<file path="src/rtl/ofd_pkg.sv">
package ofd_pkg;

  // Mid-scale fill: odd-numbered taps set, even taps clear.
  function automatic logic [63:0] alt_fill();
    logic [63:0] v;
    for (int i = 0; i < 64; i++) begin
      v[i] = (i % 2) == 1;
    end
    return v;
  endfunction

endpackage

</file>
<file path="src/rtl/ofd_ctrl_sync.sv">
module ofd_ctrl_sync (
  input  logic clk,
  input  logic rst_n_in,
  input  logic inv_in,
  output logic run_q,
  output logic inv_q
);

  // Control pins are taken on the rising edge, opposite to the data.
  always_ff @(posedge clk) begin
    run_q <= rst_n_in;
    inv_q <= inv_in;
  end

endmodule

</file>
<file path="src/rtl/ofd_bit_capture.sv">
module ofd_bit_capture #(
  parameter int RATIO = 4,
  localparam int PW = (RATIO > 1) ? $clog2(RATIO) : 1
) (
  input  logic          clk,
  input  logic          run,
  input  logic          bit_clk,
  input  logic          bit_in,
  output logic          shift_en,
  output logic          data_s,
  output logic [PW-1:0] phase
);

  localparam logic [PW-1:0] LAST = PW'(RATIO - 1);

  logic bclk_s;
  logic bclk_p;

  // Data and bit clock are taken on the falling edge.
  always_ff @(negedge clk) begin
    bclk_s <= bit_clk;
    bclk_p <= bclk_s;
    data_s <= bit_in;
  end

  assign shift_en = bclk_s & ~bclk_p;

  // Sub-bit phase counter, realigned on every detected bit-clock rise.
  always_ff @(negedge clk) begin
    if (!run)                phase <= '0;
    else if (shift_en)       phase <= '0;
    else if (phase == LAST)  phase <= '0;
    else                     phase <= phase + PW'(1);
  end

  // a shift always restarts the bit period at phase 0
  assert_phase_realign_R1: assert property (
    @(negedge clk) disable iff (!run)
    (shift_en && run) |=> (phase == '0)
  );

endmodule

</file>
<file path="src/rtl/ofd_shift_line.sv">
module ofd_shift_line #(
  parameter int TAPS = 8
) (
  input  logic            clk,
  input  logic            run,
  input  logic            shift_en,
  input  logic            bit_in,
  output logic [TAPS-1:0] line
);

  localparam logic [63:0]     FILL_FULL = ofd_pkg::alt_fill();
  localparam logic [TAPS-1:0] MID       = FILL_FULL[TAPS-1:0];

  always_ff @(negedge clk) begin
    if (!run)          line <= MID;
    else if (shift_en) line <= {line[TAPS-2:0], bit_in};
  end

  // without a detected bit-clock rise the line holds still
  assert_hold_no_edge_R3: assert property (
    @(negedge clk) disable iff (!run)
    (!shift_en && run) |=> $stable(line)
  );

endmodule

</file>
<file path="src/rtl/ofd_tap_gate.sv">
module ofd_tap_gate #(
  parameter int TAPS  = 8,
  parameter int RATIO = 4,
  localparam int PW = (RATIO > 1) ? $clog2(RATIO) : 1
) (
  input  logic [TAPS-1:0] line,
  input  logic [PW-1:0]   phase,
  output logic [TAPS-1:0] pos,
  output logic [TAPS-1:0] neg
);

  localparam logic [PW-1:0] RTZ = PW'(RATIO - 1);

  logic active;
  assign active = (phase != RTZ);

  for (genvar k = 0; k < TAPS; k++) begin : g_tap
    assign pos[k] = line[k]  & active;
    assign neg[k] = ~line[k] & active;
  end

endmodule

</file>
<file path="src/rtl/onebit_fir_tap_driver.sv">
module onebit_fir_tap_driver #(
  parameter int TAPS  = 8,
  parameter int RATIO = 4,
  localparam int PW = (RATIO > 1) ? $clog2(RATIO) : 1
) (
  input  logic            sys_clk,
  input  logic            rst_n,
  input  logic            polarity_inv,
  input  logic            bit_clk,
  input  logic            bit_in,
  output logic [TAPS-1:0] hot_pos,
  output logic [TAPS-1:0] hot_neg,
  output logic [TAPS-1:0] cold_pos,
  output logic [TAPS-1:0] cold_neg
);

  localparam logic [63:0]     FILL_FULL = ofd_pkg::alt_fill();
  localparam logic [TAPS-1:0] MID       = FILL_FULL[TAPS-1:0];

  logic            run_q;
  logic            inv_q;
  logic            shift_en;
  logic            data_s;
  logic [PW-1:0]   phase;
  logic            hot_bit;
  logic            cold_bit;
  logic [TAPS-1:0] hot_line;
  logic [TAPS-1:0] cold_line;

  ofd_ctrl_sync u_ctrl (
    .clk      (sys_clk),
    .rst_n_in (rst_n),
    .inv_in   (polarity_inv),
    .run_q    (run_q),
    .inv_q    (inv_q)
  );

  ofd_bit_capture #(.RATIO(RATIO)) u_cap (
    .clk      (sys_clk),
    .run      (run_q),
    .bit_clk  (bit_clk),
    .bit_in   (bit_in),
    .shift_en (shift_en),
    .data_s   (data_s),
    .phase    (phase)
  );

  assign hot_bit  = data_s ^ inv_q;
  assign cold_bit = ~hot_bit;

  ofd_shift_line #(.TAPS(TAPS)) u_hot (
    .clk      (sys_clk),
    .run      (run_q),
    .shift_en (shift_en),
    .bit_in   (hot_bit),
    .line     (hot_line)
  );

  ofd_shift_line #(.TAPS(TAPS)) u_cold (
    .clk      (sys_clk),
    .run      (run_q),
    .shift_en (shift_en),
    .bit_in   (cold_bit),
    .line     (cold_line)
  );

  ofd_tap_gate #(.TAPS(TAPS), .RATIO(RATIO)) u_gate_hot (
    .line  (hot_line),
    .phase (phase),
    .pos   (hot_pos),
    .neg   (hot_neg)
  );

  ofd_tap_gate #(.TAPS(TAPS), .RATIO(RATIO)) u_gate_cold (
    .line  (cold_line),
    .phase (phase),
    .pos   (cold_pos),
    .neg   (cold_neg)
  );

  // reset loads the mid-scale pattern into both lines
  assert_mid_fill_R8: assert property (
    @(negedge sys_clk)
    (run_q == 1'b0) |=> (hot_line == MID && cold_line == MID)
  );

  // the newest HOT and COLD bits always form a complementary pair
  assert_pair_newest_R5: assert property (
    @(negedge sys_clk) disable iff (!run_q)
    (shift_en && run_q) |=> (hot_line[0] != cold_line[0])
  );

  // phase 3 leaves no tap active on any bus
  assert_rtz_quiet_R7: assert property (
    @(negedge sys_clk) disable iff (!run_q)
    (phase == PW'(RATIO - 1)) |-> ((hot_pos | hot_neg | cold_pos | cold_neg) == '0)
  );

endmodule

</file>
<file path="config.mk">
export PLATFORM = sky130hd
export DESIGN_NAME = onebit_fir_tap_driver
export DESIGN_NICKNAME = d
export VERILOG_FILES = /design/src/rtl/ofd_pkg.sv /design/src/rtl/ofd_ctrl_sync.sv /design/src/rtl/ofd_bit_capture.sv /design/src/rtl/ofd_shift_line.sv /design/src/rtl/ofd_tap_gate.sv /design/src/rtl/onebit_fir_tap_driver.sv
export SDC_FILE = /design/constraint.sdc
export NUM_CORES = 1
export LEC_CHECK = 0
export BUFFER_PORTS_ARGS = -buffer_cell sky130_fd_sc_hd__buf_2
export CAP_MARGIN = 0
export CORE_MARGIN = 2
export CORE_UTILIZATION = 46
export DETAILED_ROUTE_END_ITERATION = 7
export PLACE_DENSITY = 0.85
export SETUP_SLACK_MARGIN = 0.05
export SKIP_CTS_REPAIR_TIMING = 1
export SKIP_LAST_GASP = 1
export SYNTH_ARGS = -nofsm -noshare
export SYNTH_HDL_FRONTEND = slang
export SYNTH_SLANG_ARGS = --single-unit
export TNS_END_PERCENT = 100
</file>
<file path="constraint.sdc">
create_clock -name sys_clk -period 1.2 [get_ports sys_clk]
set_input_delay 0.06 -clock sys_clk [delete_from_list [all_inputs] [get_ports sys_clk]]
set_output_delay 0.06 -clock sys_clk [all_outputs]
set_load 0.01 [all_outputs]
</file>
==> impl_results.md, run 1 <==
* Initial Util at 0.489
* Length of routed met3 wiring at ~70 µm
* Final standard cell utilization of the core at 0.888
* Cells along the critical path: ha_4, buf_12, nor2b_1, buf_2
* Required arrival time at the worst endpoint at 1.14 ns
* R2R depth at 2
* RD Place Congestion at between 0.7 and 0.8
* Final count of pins violating max slew at 0
* First element of the critical path: u_cap.phase[0]
* Critical path capture point type: primary output
* Cell with the biggest individual delay on the critical path: sky130_fd_sc_hd__dfxtp_2
* Net count of the mapped netlist at between 100 and 150
* Largest fanout on the critical path at 9
* Detailed Place HPWL at between 1500 and 2000 µm
* Count of final setup violators at between 40 and 50
* Placeable core area at between 1500 and 2000 µm²
* Synth-to-Final Area Change at 81.6%
* Buffering stage count on the worst path with inverters included at 2
* Number of warning messages in the yosys log at 0
* Worst hold path stage count at 2
* Overall die area at 2470 µm²
* Clock tree root driver cell: sky130_fd_sc_hd__clkbuf_4
* Final-stage net count at roughly 200
* Cell count after synthesis at around 120
* H-tree levels at 1
* Power density normalized to cell area at between 1000 and 1500 nW/µm²
* Most frequent cells in the layout: sky130_fd_sc_hd__buf_2, sky130_fd_sc_hd__nand2_1, sky130_fd_sc_hd__buf_4
* # IOs at 37
* CTS Sinks at 23
* Vias per inst at about 4.8
* Cell Count, Final, Fillers Out at 223
* Yosys top cell area share at 0.480
* Net load switching power at 0.000691 W
* Number of distinct library cell variants in the gate-level netlist after synthesis at 18
* Post-layout power at around 0.002 W
* Worst Clk Skew at between 0.07 and 0.08 ns
* Routed met1 length at between 1000 and 1500 µm
* Number of remaining DRC errors at 0
* Reg-to-reg critical path endpoint: u_hot.line[6]
* Leakage at ~0.9 nW
* Worst Setup Start Kind: register
* Placed Instances at ~200
* Post-synthesis cell type with the largest combined area: sky130_fd_sc_hd__dfxtp_1
* Via count of the first global-routing pass at around 1.0k
* Internal cell power at approximately 0.0013 W
* Die Span X at approximately 50 µm
* CP arrival at a little under 2 ns
* Worst ir drop on vdd at 1.19 mV
* Global-route total usage across every layer at 0.226
* Number of flip-flops and latches in the synthesized netlist at 23
* Routed len/inst at between 10 and 15 µm
* Post-route worst setup slack at -0.797 ns
* Critical Setup Path Class: reg -> out
* Antenna violations before repair at 0
* Remaining global-route overflow at 0
* Post-synthesis instance area at around 960 µm²
* Number of buffers added on ports at 36
* Most common library cell in the layout ignoring fill and taps: sky130_fd_sc_hd__buf_2
* Post-CTS clock slew at the launch and capture registers of the worst setup and hold paths at about 0.14 ns
* Clock tree from TritonCTS: done
* Failing checks: negative setup slack
* Cell family with the largest share of critical-path delay: flip-flops
* Part of the total power dissipated in sequential elements at 0.438
* Number of clock buffers inserted by TritonCTS at 3
* Clock latency on the worst-skew pair at between 0.3 and 0.4 ns
* Setup slack of the worst register-to-register path at -0.17 ns
* Fraction of layout instances using a drive strength above 1 at 0.566
* Setup repair after global routing missed its margin: yes
* Antenna cells at 0
* Fraction of power consumed by combinational cells at 0.238
* Drt initial violations at 25
* Uppermost metal layer occupied by signal nets: met3
* Detailed-route wire length at between 2000 and 3000 µm
* Reg-to-reg critical path startpoint: u_ctrl.run_q
* Fraction of the yosys area taken by sequential cells at 0.480
* Remaining antenna violation count after routing at 0
* Global-route wire length before repair at ~4400 µm
* Detailed route wirelength on metal2 at roughly 1600 µm
* Main area contributors after synthesis: sky130_fd_sc_hd__dfxtp_1, sky130_fd_sc_hd__nand2_1, sky130_fd_sc_hd__nor2b_1
* Share of power burned in the clock network at 0.324
* Slew at the pin with the worst max-slew slack at 0.339 ns
* End point of the critical path: hot_pos[7]
* Maximum number of pins on one net before global-route repair at 19
* Count of maximum capacitance violations at 0
* Total iterations of the first detailed-routing run at 4
* Tightest slew margin relative to the limit at 0.774
* Number of hold violations in the final report at 0
* Row Count at 16
* Result of the run: finished with violations
* Worst path max stage delay at approximately 0.33 ns
* Pre-CTS setup slack at -0.377 ns
* Hold Path Class: in -> reg
* Mapped Avg Cell Area at 8.13 µm²
* Number of buffers on the longest clock path at 2
* Number of vias after detailed routing at around 1.1k
* Die Y-Extent at just under 50 µm
* Switching share of total power at 0.346
* Logic depth of the worst path, buffers included at 4
-- worst min-delay path by stage --
stage,start,endpoint
after floorplan,polarity_inv,u_ctrl.inv_q
after CTS,polarity_inv,u_ctrl.inv_q
after global placement,rst_n,u_ctrl.run_q
after global routing,bit_clk,u_cap.bclk_s
final,rst_n,u_ctrl.run_q
after detailed placement,polarity_inv,u_ctrl.inv_q
-- worst register-to-register path, cell delays in order, from the launching register on --
cell and delay [ns]:
sky130_fd_sc_hd__dfxtp_2 0.40, sky130_fd_sc_hd__buf_4 0.18, sky130_fd_sc_hd__a21boi_1 0.16
-- flip-flops by register name (all words and copies together), names as in the netlist --
| register | count |
|---|---|
| u_ctrl.run_q | 1 |
| u_cold.line | 8 |
| u_cap.bclk_s | 1 |
| u_hot.line | 8 |
| u_cap.phase | 2 |
| u_cap.data_s | 1 |
| u_cap.bclk_p | 1 |
| u_ctrl.inv_q | 1 |
-- synth_stat cells, drive strengths merged --
cell type	number
nor2b	17
dfxtp	23
nor2	16
and4b	1
clkbuf	1
a21boi	6
nand3	10
nor4b	1
a21oi	1
xnor2	1
nand2	29
nand2b	1
buf	8
inv	1
o21ai	1
ha	1
-- per-stage QoR --
step / area [µm²] / setup TNS (ns) / hold WS (ns)
4_1_cts: 1640 / -27.01 / -0.174
6_report: 1740 / -26.11 / 0.366
3_5_place_dp: 1540 / -14.04 / 0.167
3_3_place_gp: 1540 / -13.07 / 0.163
2_1_floorplan: 1240 / -9.19 / 0.0877
5_1_grt: 1740 / -27.74 / 0.363
-- cells by family after synthesis --
kind of cell | synth area share
simple gates | 0.372
compound gates | 0.0574
flops | 0.480
xor+xnor | 0.00913
fa+ha+maj | 0.0130
buf+inv | 0.0691
-- routing by layer --
| metal | global-route usage | vias up |
|---|---|---|
| met3 | 0.0394 | 0 |
| li1 | - | 527 |
| met2 | 0.433 | 24 |
| met5 | 0 | - |
| met1 | 0.253 | 512 |
| met4 | 0.0556 | 0 |
-- power by group through the flow --
stage | Sequential, W | Combinational, W | Clock [W]
finish | 0.000874 | 0.000475 | 0.000647
global route | 0.000879 | 0.000512 | 0.000743
CTS | 0.000872 | 0.000439 | 0.000667
detailed placement | 0.000884 | 0.000433 | 0.000112
global placement | 0.000880 | 0.000418 | 0.000112
floorplan | 0.000879 | 0.000282 | 0.000112
-- final cells by class --
class / instances / area [µm²]
Clock buffer: 4 / 26.3
Clock inverter: 21 / 78.8
Multi-Input combinational cell: 85 / 672
Fill cell: 97 / 219
Tap cell: 27 / 33.8
Timing Repair Buffer: 63 / 468
Sequential cell: 23 / 464
Power figures use the tool's default switching activity.
==> run 2: changes to the inputs <==
Settings changed: ABC_AREA set to 1, CORE_UTILIZATION 46 to 47, PLACE_DENSITY 0.85 to 0.86.
==> run 2 against run 1 <==
Effect of this change: the run now fails in 5_1_grt; area after synthesis grew 4.4%; synthesized cell count grew 23%.
==> impl_results.md, run 2 <==
* Worst endpoint kind after the last repair: output port
* Row Count at 16 (unchanged)
* Number of distinct library cell variants in the gate-level netlist after synthesis at 17 (-1)
* Post-synthesis compound-gate area fraction at 0.0300 (-0.0274)
* Count leader, synth: sky130_fd_sc_hd__nor2_1
* RD Place Congestion at 0.708 (-0.76%)
* CTS Sinks at 23 (unchanged)
* Die Span X at 50.2 µm (+1.0%)
* Final worst endpoint reported by repair_timing after global routing: cold_neg[1]
* Result of the run: stopped before the end
* Clock tree root driver cell: sky130_fd_sc_hd__clkbuf_4
* Number of flip-flops and latches in the synthesized netlist at 23 (unchanged)
* First error: [ERROR DPL-0038] Utilization greater than 100%, impossible to legalize
* Detailed Place HPWL at 2120 µm (+23%)
* Main combinational cell family by area after synthesis: simple AND/OR/NAND/NOR gates
* Die Y-Extent at 50.2 µm (+1.0%)
* Placed cell area at 1710 µm² (+11%)
* Most instantiated cells after synthesis: sky130_fd_sc_hd__nor2_1, sky130_fd_sc_hd__nand2_1, sky130_fd_sc_hd__dfxtp_1, sky130_fd_sc_hd__inv_1, sky130_fd_sc_hd__nand3_1
* Mapped Avg Cell Area at 6.91 µm² (-15%)
* Post-synthesis share of cell area spent on xor and xnor gates at 0 (-0.00913)
* Post-synthesis cell type with the largest combined area: sky130_fd_sc_hd__dfxtp_1
* Number of buffers added on ports at 36 (unchanged)
* Proportion of synthesized flip-flops having asynchronous set or reset at 0 (unchanged)
* Multiplexer share of the synthesized area at 0 (unchanged)
* Number of clock buffers inserted by TritonCTS at 3 (unchanged)
* Fraction of the mapped netlist area in adder cells at 0.0125 (-0.000553)
* Placed Instances at 228 (+17%)
* Maximum number of pins on one net before global-route repair at 20
* Cell count after synthesis at 145 (+23%)
* Number of flops mapped to enable cells by yosys at 0 (unchanged)
* Number of warning messages in the yosys log at 0 (unchanged)
* Synthesized-area fraction occupied by and/or/nand/nor cells at 0.352 (-0.0195)
* Initial Util at 0.506 (+0.0165)
* Net count of the mapped netlist at 151 (+22%)
* Terminating stage of the flow: 5_1_grt
* Main area contributors after synthesis: sky130_fd_sc_hd__dfxtp_1, sky130_fd_sc_hd__nor2_1, sky130_fd_sc_hd__nand2_1
* Yosys top cell area share at 0.459 (-0.0204)
* Number of buffers on the longest clock path at 2 (unchanged)
* # IOs at 37 (unchanged)
* Fraction of the yosys area taken by sequential cells at 0.459 (-0.0204)
* H-tree levels at 1 (unchanged)
* Post-synthesis instance area at 1000 µm² (+4.4%)
* Flip-flop cell with the highest count after synthesis: sky130_fd_sc_hd__dfxtp_1
==> run 2: kinds of logic after synthesis <==
family / after synthesis
AO/OA/AOI/OAI: 6
adder cells (fa/ha/maj): 1
AND/OR/NAND/NOR: 85
buffers and inverters: 30
flip-flops: 23
==> run 2: per-stage QoR <==
step / util / setup WS (ns)
2_1_floorplan: - / -0.339
3_3_place_gp: 0.862 / -0.334
3_5_place_dp: 0.862 / -0.392
4_1_cts: 0.914 / -0.832
==> run 3: changes to the inputs <==
Settings changed: CORE_AREA set to 2 2 63 65, CORE_MARGIN 2 to unset, CORE_UTILIZATION 47 to unset, DIE_AREA set to 0 0 65 67, PLACE_DENSITY 0.86 to unset, PLACE_DENSITY_LB_ADDON set to 0.15, SETUP_SLACK_MARGIN 0.05 to unset.
==> run 3 against run 2 <==
Effect of this change: the flow now finishes, with violations (negative setup slack); area after synthesis unchanged; synthesized cell count unchanged.
==> impl_results.md, run 3 <==
* Cells along the critical path: ha_4, buf_12, nor2_4, buf_2
* CTS Sinks at 23 (unchanged)
* Final-stage net count at between 200 and 250
* Worst Setup Start Kind: register
* Final count of pins violating max slew at 0
* Fraction of layout instances using a drive strength above 1 at 0.548
* Via count of the first global-routing pass at 1071
* Global-route wire length before repair at roughly 4200 µm
* Main area contributors after synthesis: sky130_fd_sc_hd__dfxtp_1, sky130_fd_sc_hd__nor2_1, sky130_fd_sc_hd__nand2_1
* Final TNS setup at -22.97 ns
* Count of maximum capacitance violations at 0
* Required arrival time at the worst endpoint at 1.14 ns
* Power density normalized to cell area at 1130 nW/µm²
* Post-synthesis instance area at 1000 µm² (unchanged)
* Net count of the mapped netlist at 151 (unchanged)
* Worst Clk Skew at 0.0772 ns
* Die Span X at 65 µm (+30%)
* Largest fanout on the critical path at 16
* Number of clock buffers inserted by TritonCTS at 3 (unchanged)
* Worst path max stage delay at ~0.34 ns
* Number of hold violations in the final report at 0
* Area of the multi-input gates at approximately 700 µm²
* Count of final setup violators at 50
* Proportion of synthesized flip-flops having asynchronous set or reset at 0 (unchanged)
* Post-layout power at 0.00216 W
* Cell count after synthesis at 145 (unchanged)
* Hold Path Class: reg -> reg
* Clock tree from TritonCTS: done
* Post-route worst setup slack at -0.710 ns
* Vias per inst at slightly above 4
* Number of distinct library cell variants in the gate-level netlist after synthesis at 17 (unchanged)
* Final standard cell utilization of the core at 0.532
* Yosys top cell area share at 0.459 (unchanged)
* RD Place Congestion at 0.670 (-5.3%)
* Detailed-route wire length at around 2400 µm
* Die Y-Extent at 67 µm (+34%)
* Number of remaining DRC errors at 0
* Total iterations of the first detailed-routing run at 4
* Critical Setup Path Class: reg -> out
* Antenna violations before repair at 0
* Count leader, synth: sky130_fd_sc_hd__nor2_1
* Fraction of the yosys area taken by sequential cells at 0.459 (unchanged)
* Most common library cell in the layout ignoring fill and taps: sky130_fd_sc_hd__inv_1
* Initial Util at 0.278 (-0.228)
* Drt initial violations at 15
* Number of inserted filler cells in the final layout at approximately 370
* Tightest slew margin relative to the limit at 0.820
* Number of flops mapped to enable cells by yosys at 0 (unchanged)
* Routed len/inst at between 8 and 9 µm
* Number of buffers on the longest clock path at 2 (unchanged)
* Clock tree root driver cell: sky130_fd_sc_hd__clkbuf_8
* Global-route total usage across every layer at 0.122
* Remaining antenna violation count after routing at 0
* Number of vias after detailed routing at around 1.1k
* Flip-flop cell with the highest count after synthesis: sky130_fd_sc_hd__dfxtp_1
* Switching share of total power at 0.337
* Cell with the biggest individual delay on the critical path: sky130_fd_sc_hd__dfxtp_2
* Worst ir drop on vdd at 0.600 mV
* Antenna cells at 0
* Remaining global-route overflow at 0
* Post-CTS clock slew at the launch and capture registers of the worst setup and hold paths at 0.05 ns
* Part of the total power dissipated in sequential elements at 0.404
* Largest registers: u_cold.line (8), u_hot.line (8), u_cap.phase (2)
* H-tree levels at 1 (unchanged)
* Most frequent cells in the layout: sky130_fd_sc_hd__inv_1, sky130_fd_sc_hd__buf_2, sky130_fd_sc_hd__nor2_4
* Failing checks: negative setup slack
* Leakage at 1.01 nW
* Detailed Place HPWL at 1780 µm (-16%)
* Share of power burned in the clock network at 0.347
* Synth-to-Final Area Change at 91.4%
* CP arrival at 1.85 ns
* Net load switching power at roughly 0.00073 W
* Number of flip-flops and latches in the synthesized netlist at 23 (unchanged)
* Most instantiated cells after synthesis: sky130_fd_sc_hd__nor2_1, sky130_fd_sc_hd__nand2_1, sky130_fd_sc_hd__dfxtp_1, sky130_fd_sc_hd__inv_1, sky130_fd_sc_hd__nand3_1
* Result of the run: finished with violations
* Post-synthesis cell type with the largest combined area: sky130_fd_sc_hd__dfxtp_1
* Slew at the pin with the worst max-slew slack at 0.270 ns
* Placeable core area at 3610 µm²
* Row Count at 22 (+6)
* Clock latency on the worst-skew pair at 0.34 ns
* Overall die area at 4360 µm²
* Mapped Avg Cell Area at 6.91 µm² (unchanged)
* Number of warning messages in the yosys log at 0 (unchanged)
* Critical path capture point type: primary output
* Setup repair after global routing missed its margin: yes
* Area occupied by registers at 468 µm²
* Number of buffers added on ports at 36 (unchanged)
* Maximum number of pins on one net before global-route repair at 20
* Internal cell power at approximately 0.0014 W
* # IOs at 37 (unchanged)
* Fraction of power consumed by combinational cells at 0.249
==> run 3: cell counts after synthesis <==
Identical to the previous run, type by type.
==> run 3: power by group through the flow <==
stage	Clock, W	Combinational [W]	Sequential, W
2_1_floorplan	0.000112	0.000330	0.000892
3_3_place_gp	0.000112	0.000509	0.000884
3_5_place_dp	0.000112	0.000519	0.000887
4_1_cts	0.000781	0.000521	0.000876
5_1_grt	0.000878	0.000594	0.000880
6_report	0.000750	0.000537	0.000873
==> run 3: final cells by class <==
cell class,instances,share of cell area
multi-input cells,92,0.365
repair buffers,67,0.251
flip-flops and latches,23,0.244
inverters,21,0.0437
clock inverters,21,0.0411
well taps,48,0.0313
clock buffers,4,0.0235
==> run 3: worst paths after layout <==
kind	start	to	slack [ns]	cells past startpoint
setup / recovery	u_cap.phase[0]	hot_pos[5]	-0.71	4
hold / removal	u_cap.bclk_s	u_cap.bclk_p	0.38	0
setup reg to reg	u_ctrl.run_q	u_hot.line[6]	-0.10	3
hold reg to reg	u_cap.bclk_s	u_cap.bclk_p	0.38	0
==> run 3: logic make-up (layout without fill, tap and decap cells) <==
group                      Yosys count  after routing  synth area share
and+or+nand+nor                     85             85             0.352
AOI/OAI and AO/OA                    6              6            0.0300
adders and majority gates            1              1            0.0125
buffers and inverters               30            113             0.146
DFF                                 23             23             0.459
==> run 3: metrics by stage <==
stage	hold slack (ns)	area, µm²	cells	setup slack (ns)
after detailed placement	0.167	1730	250	-0.355
after floorplan	0.0877	1360	145	-0.339
final	0.384	1920	276	-0.710
after global placement	0.164	1730	250	-0.339
after CTS	-0.118	1850	274	-0.730
after global routing	0.407	1920	276	-0.791
==> run 3: critical path, delay by kind of cell (launching register included) <==
family / cells / cell delay (ns)
adders and majority gates: 1 / 0.17
buffers and inverters: 2 / 0.35
DFF: 1 / 0.34
and+or+nand+nor: 1 / 0.03
==> run 3: routing by layer <==
metal  track usage  wire length (µm)
met5             0                 0
met2         0.220              1210
met4        0.0638                44
met1         0.132              1020
met3        0.0287               108
==> run 4: changes to the inputs <==
Clock period 1.2 ns to 1.86 ns, I/O delays scaled along.
==> run 4 against run 3 <==
Effect of this change: the run still ends with negative setup slack left; non-clock buffer count decreased by 22; worst hold slack improved by 0.0024 ns; sequential power shrank 34%; clock power decreased by 37%; flip-flop and latch count is the same; sequential share of layout area rose by 3.6 points; final area decreased by 14%; critical path type unchanged; critical endpoint is now hot_neg[4]; highest routed layer is now met3.
==> impl_results.md, run 4 (synthesis gave the netlist of run 3 again) <==
* Number of clock buffers inserted by TritonCTS at 3 (unchanged)
* Result of the run: finished with violations
* Setup slack of the worst register-to-register path at 0.19 ns (+0.29 ns)
* Global-route wire length before repair at 3710 µm (-12%)
* Die Span X at 65 µm (unchanged)
* Number of hold violations in the final report at 0 (unchanged)
* Number of remaining DRC errors at 0 (unchanged)
* Number of buffers on the longest clock path at 2 (unchanged)
* Final-stage net count at 213 (-9.4%)
* Critical Setup Path Class: reg -> out
* Number of buffers added on ports at 36 (unchanged)
* Worst Setup Start Kind: register
* Global-route total usage across every layer at 0.109 (-0.0130)
* Hold wc startpoint: u_cap.bclk_s
* # IOs at 37 (unchanged)
* Count of maximum capacitance violations at 0 (unchanged)
* Tightest slew margin relative to the limit at 0.850 (+0.0297)
* Detailed Place HPWL at 1600 µm (-10%)
* Clock latency on the worst-skew pair at 0.33 ns (about the same)
* Power density normalized to cell area at 797 nW/µm² (-29%)
* Total iterations of the first detailed-routing run at 6 (+2)
* Overall die area at 4360 µm² (unchanged)
* Failing checks: negative setup slack
* CP arrival at 2.17 ns (+0.32 ns)
* Die Y-Extent at 67 µm (unchanged)
* Reg-to-reg critical path startpoint: u_ctrl.run_q
* Most common library cell in the layout ignoring fill and taps: sky130_fd_sc_hd__inv_1
* Vias per inst at 4.01 (-2.5%)
* Clock tree root driver cell: sky130_fd_sc_hd__clkbuf_8
* Placed cell area at 1500 µm² (-13%)
* Worst hold path stage count at 0 (unchanged)
* Placeable core area at 3610 µm² (unchanged)
* CTS Sinks at 23 (unchanged)
* Final TNS setup at -12.14 ns (+10.83 ns)
* Largest fanout on the critical path at 6 (-10)
* Synth-to-Final Area Change at 64.8%
* Pre-CTS setup slack at -0.0909 ns (+0.265 ns)
* Largest registers: u_cold.line (8), u_hot.line (8), u_cap.phase (2)
* Row Count at 22 (unchanged)
* Leakage at 0.877 nW (-13%)
* Critical path capture point type: primary output
* Post-route worst setup slack at -0.406 ns (+0.305 ns)
* Most frequent cells in the layout: sky130_fd_sc_hd__inv_1, sky130_fd_sc_hd__buf_2, sky130_fd_sc_hd__nor2_4
* Hold Path Class: reg -> reg
* Post-CTS clock slew at the launch and capture registers of the worst setup and hold paths at 0.04 ns (about the same)
* Worst Clk Skew at 0.0729 ns (-0.00425 ns)
* Drt initial violations at 24 (+9)
* Number of vias after detailed routing at 1019 (-10%)
* Reg-to-reg critical path endpoint: u_cap.phase[1]
* Setup repair after global routing missed its margin: yes
* Initial Util at 0.278 (unchanged)
* Remaining global-route overflow at 0 (unchanged)
* Final count of pins violating max slew at 0 (unchanged)
* R2R depth at 3 (unchanged)
* Worst ir drop on vdd at 0.443 mV (-26%)
* Fraction of layout instances using a drive strength above 1 at 0.417 (-0.131)
* Routed len/inst at 9.11 µm (+6.0%)
* Maximum number of pins on one net before global-route repair at 20 (unchanged)
* Design area at 1650 µm² (-14%)
* Sink of the worst hold path: u_cap.bclk_p
* Required arrival time at the worst endpoint at 1.77 ns (+0.63 ns)
* RD Place Congestion at 0.679 (+1.2%)
* Count of final setup violators at 32 (-36%)
* Remaining antenna violation count after routing at 0 (unchanged)
* H-tree levels at 1 (unchanged)
* Clock tree from TritonCTS: done
* Detailed-route wire length at 2320 µm (-2.5%)
* Antenna violations before repair at 0 (unchanged)
* Post-layout power at 0.00132 W (-39%)
* Via count of the first global-routing pass at 850 (-21%)
* Worst hold slack at 0.387 ns (+0.00244 ns)
* Slew at the pin with the worst max-slew slack at 0.225 ns (-0.0445 ns)
* Antenna cells at 0 (unchanged)
-- run 4: final cells by class --
cell class	instances	area, µm²
Fill cell	362	1950
Multi-Input combinational cell	92	636
Sequential cell	23	463
Timing Repair Buffer	45	285
Inverter	21	83.8
Clock inverter	22	82.6
Tap cell	48	60.1
Clock buffer	3	41.3
-- run 4: where the power goes --
part	switching, W	internal, W
Sequential	0.0000403	0.000531
Combinational	0.000139	0.000131
Clock	0.000267	0.000206
-- run 4: stage by stage --
stage	cells	util
6_report	254	0.458
5_1_grt	254	0.458
4_1_cts	252	0.450
3_5_place_dp	228	0.416
3_3_place_gp	228	0.416
2_1_floorplan	145	-
-- run 4: critical path: stages (launching register included) --
cell	delay [ns]
sky130_fd_sc_hd__dfxtp_2	0.34
sky130_fd_sc_hd__ha_4	0.17
sky130_fd_sc_hd__buf_4	0.22
sky130_fd_sc_hd__nor2_4	0.04
sky130_fd_sc_hd__buf_2	0.13
-- run 4: worst max-delay path by stage --
| stage | slack (ns) | depth (start not counted) | end | start |
|---|---|---|---|---|
| 2_1_floorplan | -0.04 | 4 | cold_neg[0] | u_cap.phase[0] |
| 3_3_place_gp | -0.07 | 4 | hot_pos[1] | u_cap.phase[0] |
| 3_5_place_dp | -0.09 | 4 | hot_pos[1] | u_cap.phase[1] |
| 4_1_cts | -0.47 | 4 | hot_pos[1] | u_cap.phase[1] |
| 5_1_grt | -0.47 | 4 | hot_pos[1] | u_cap.phase[1] |
| 6_report | -0.41 | 4 | hot_neg[4] | u_cap.phase[1] |
-- run 4: metal layers --
metal,global-route usage,vias up,part of all wire,routed length (µm)
met5,0,-,0,0
met4,0.0319,0,0,0
met3,0.0203,0,0.051,118
met2,0.193,25,0.50,1150
met1,0.133,443,0.45,1050
li1,-,551,-,-
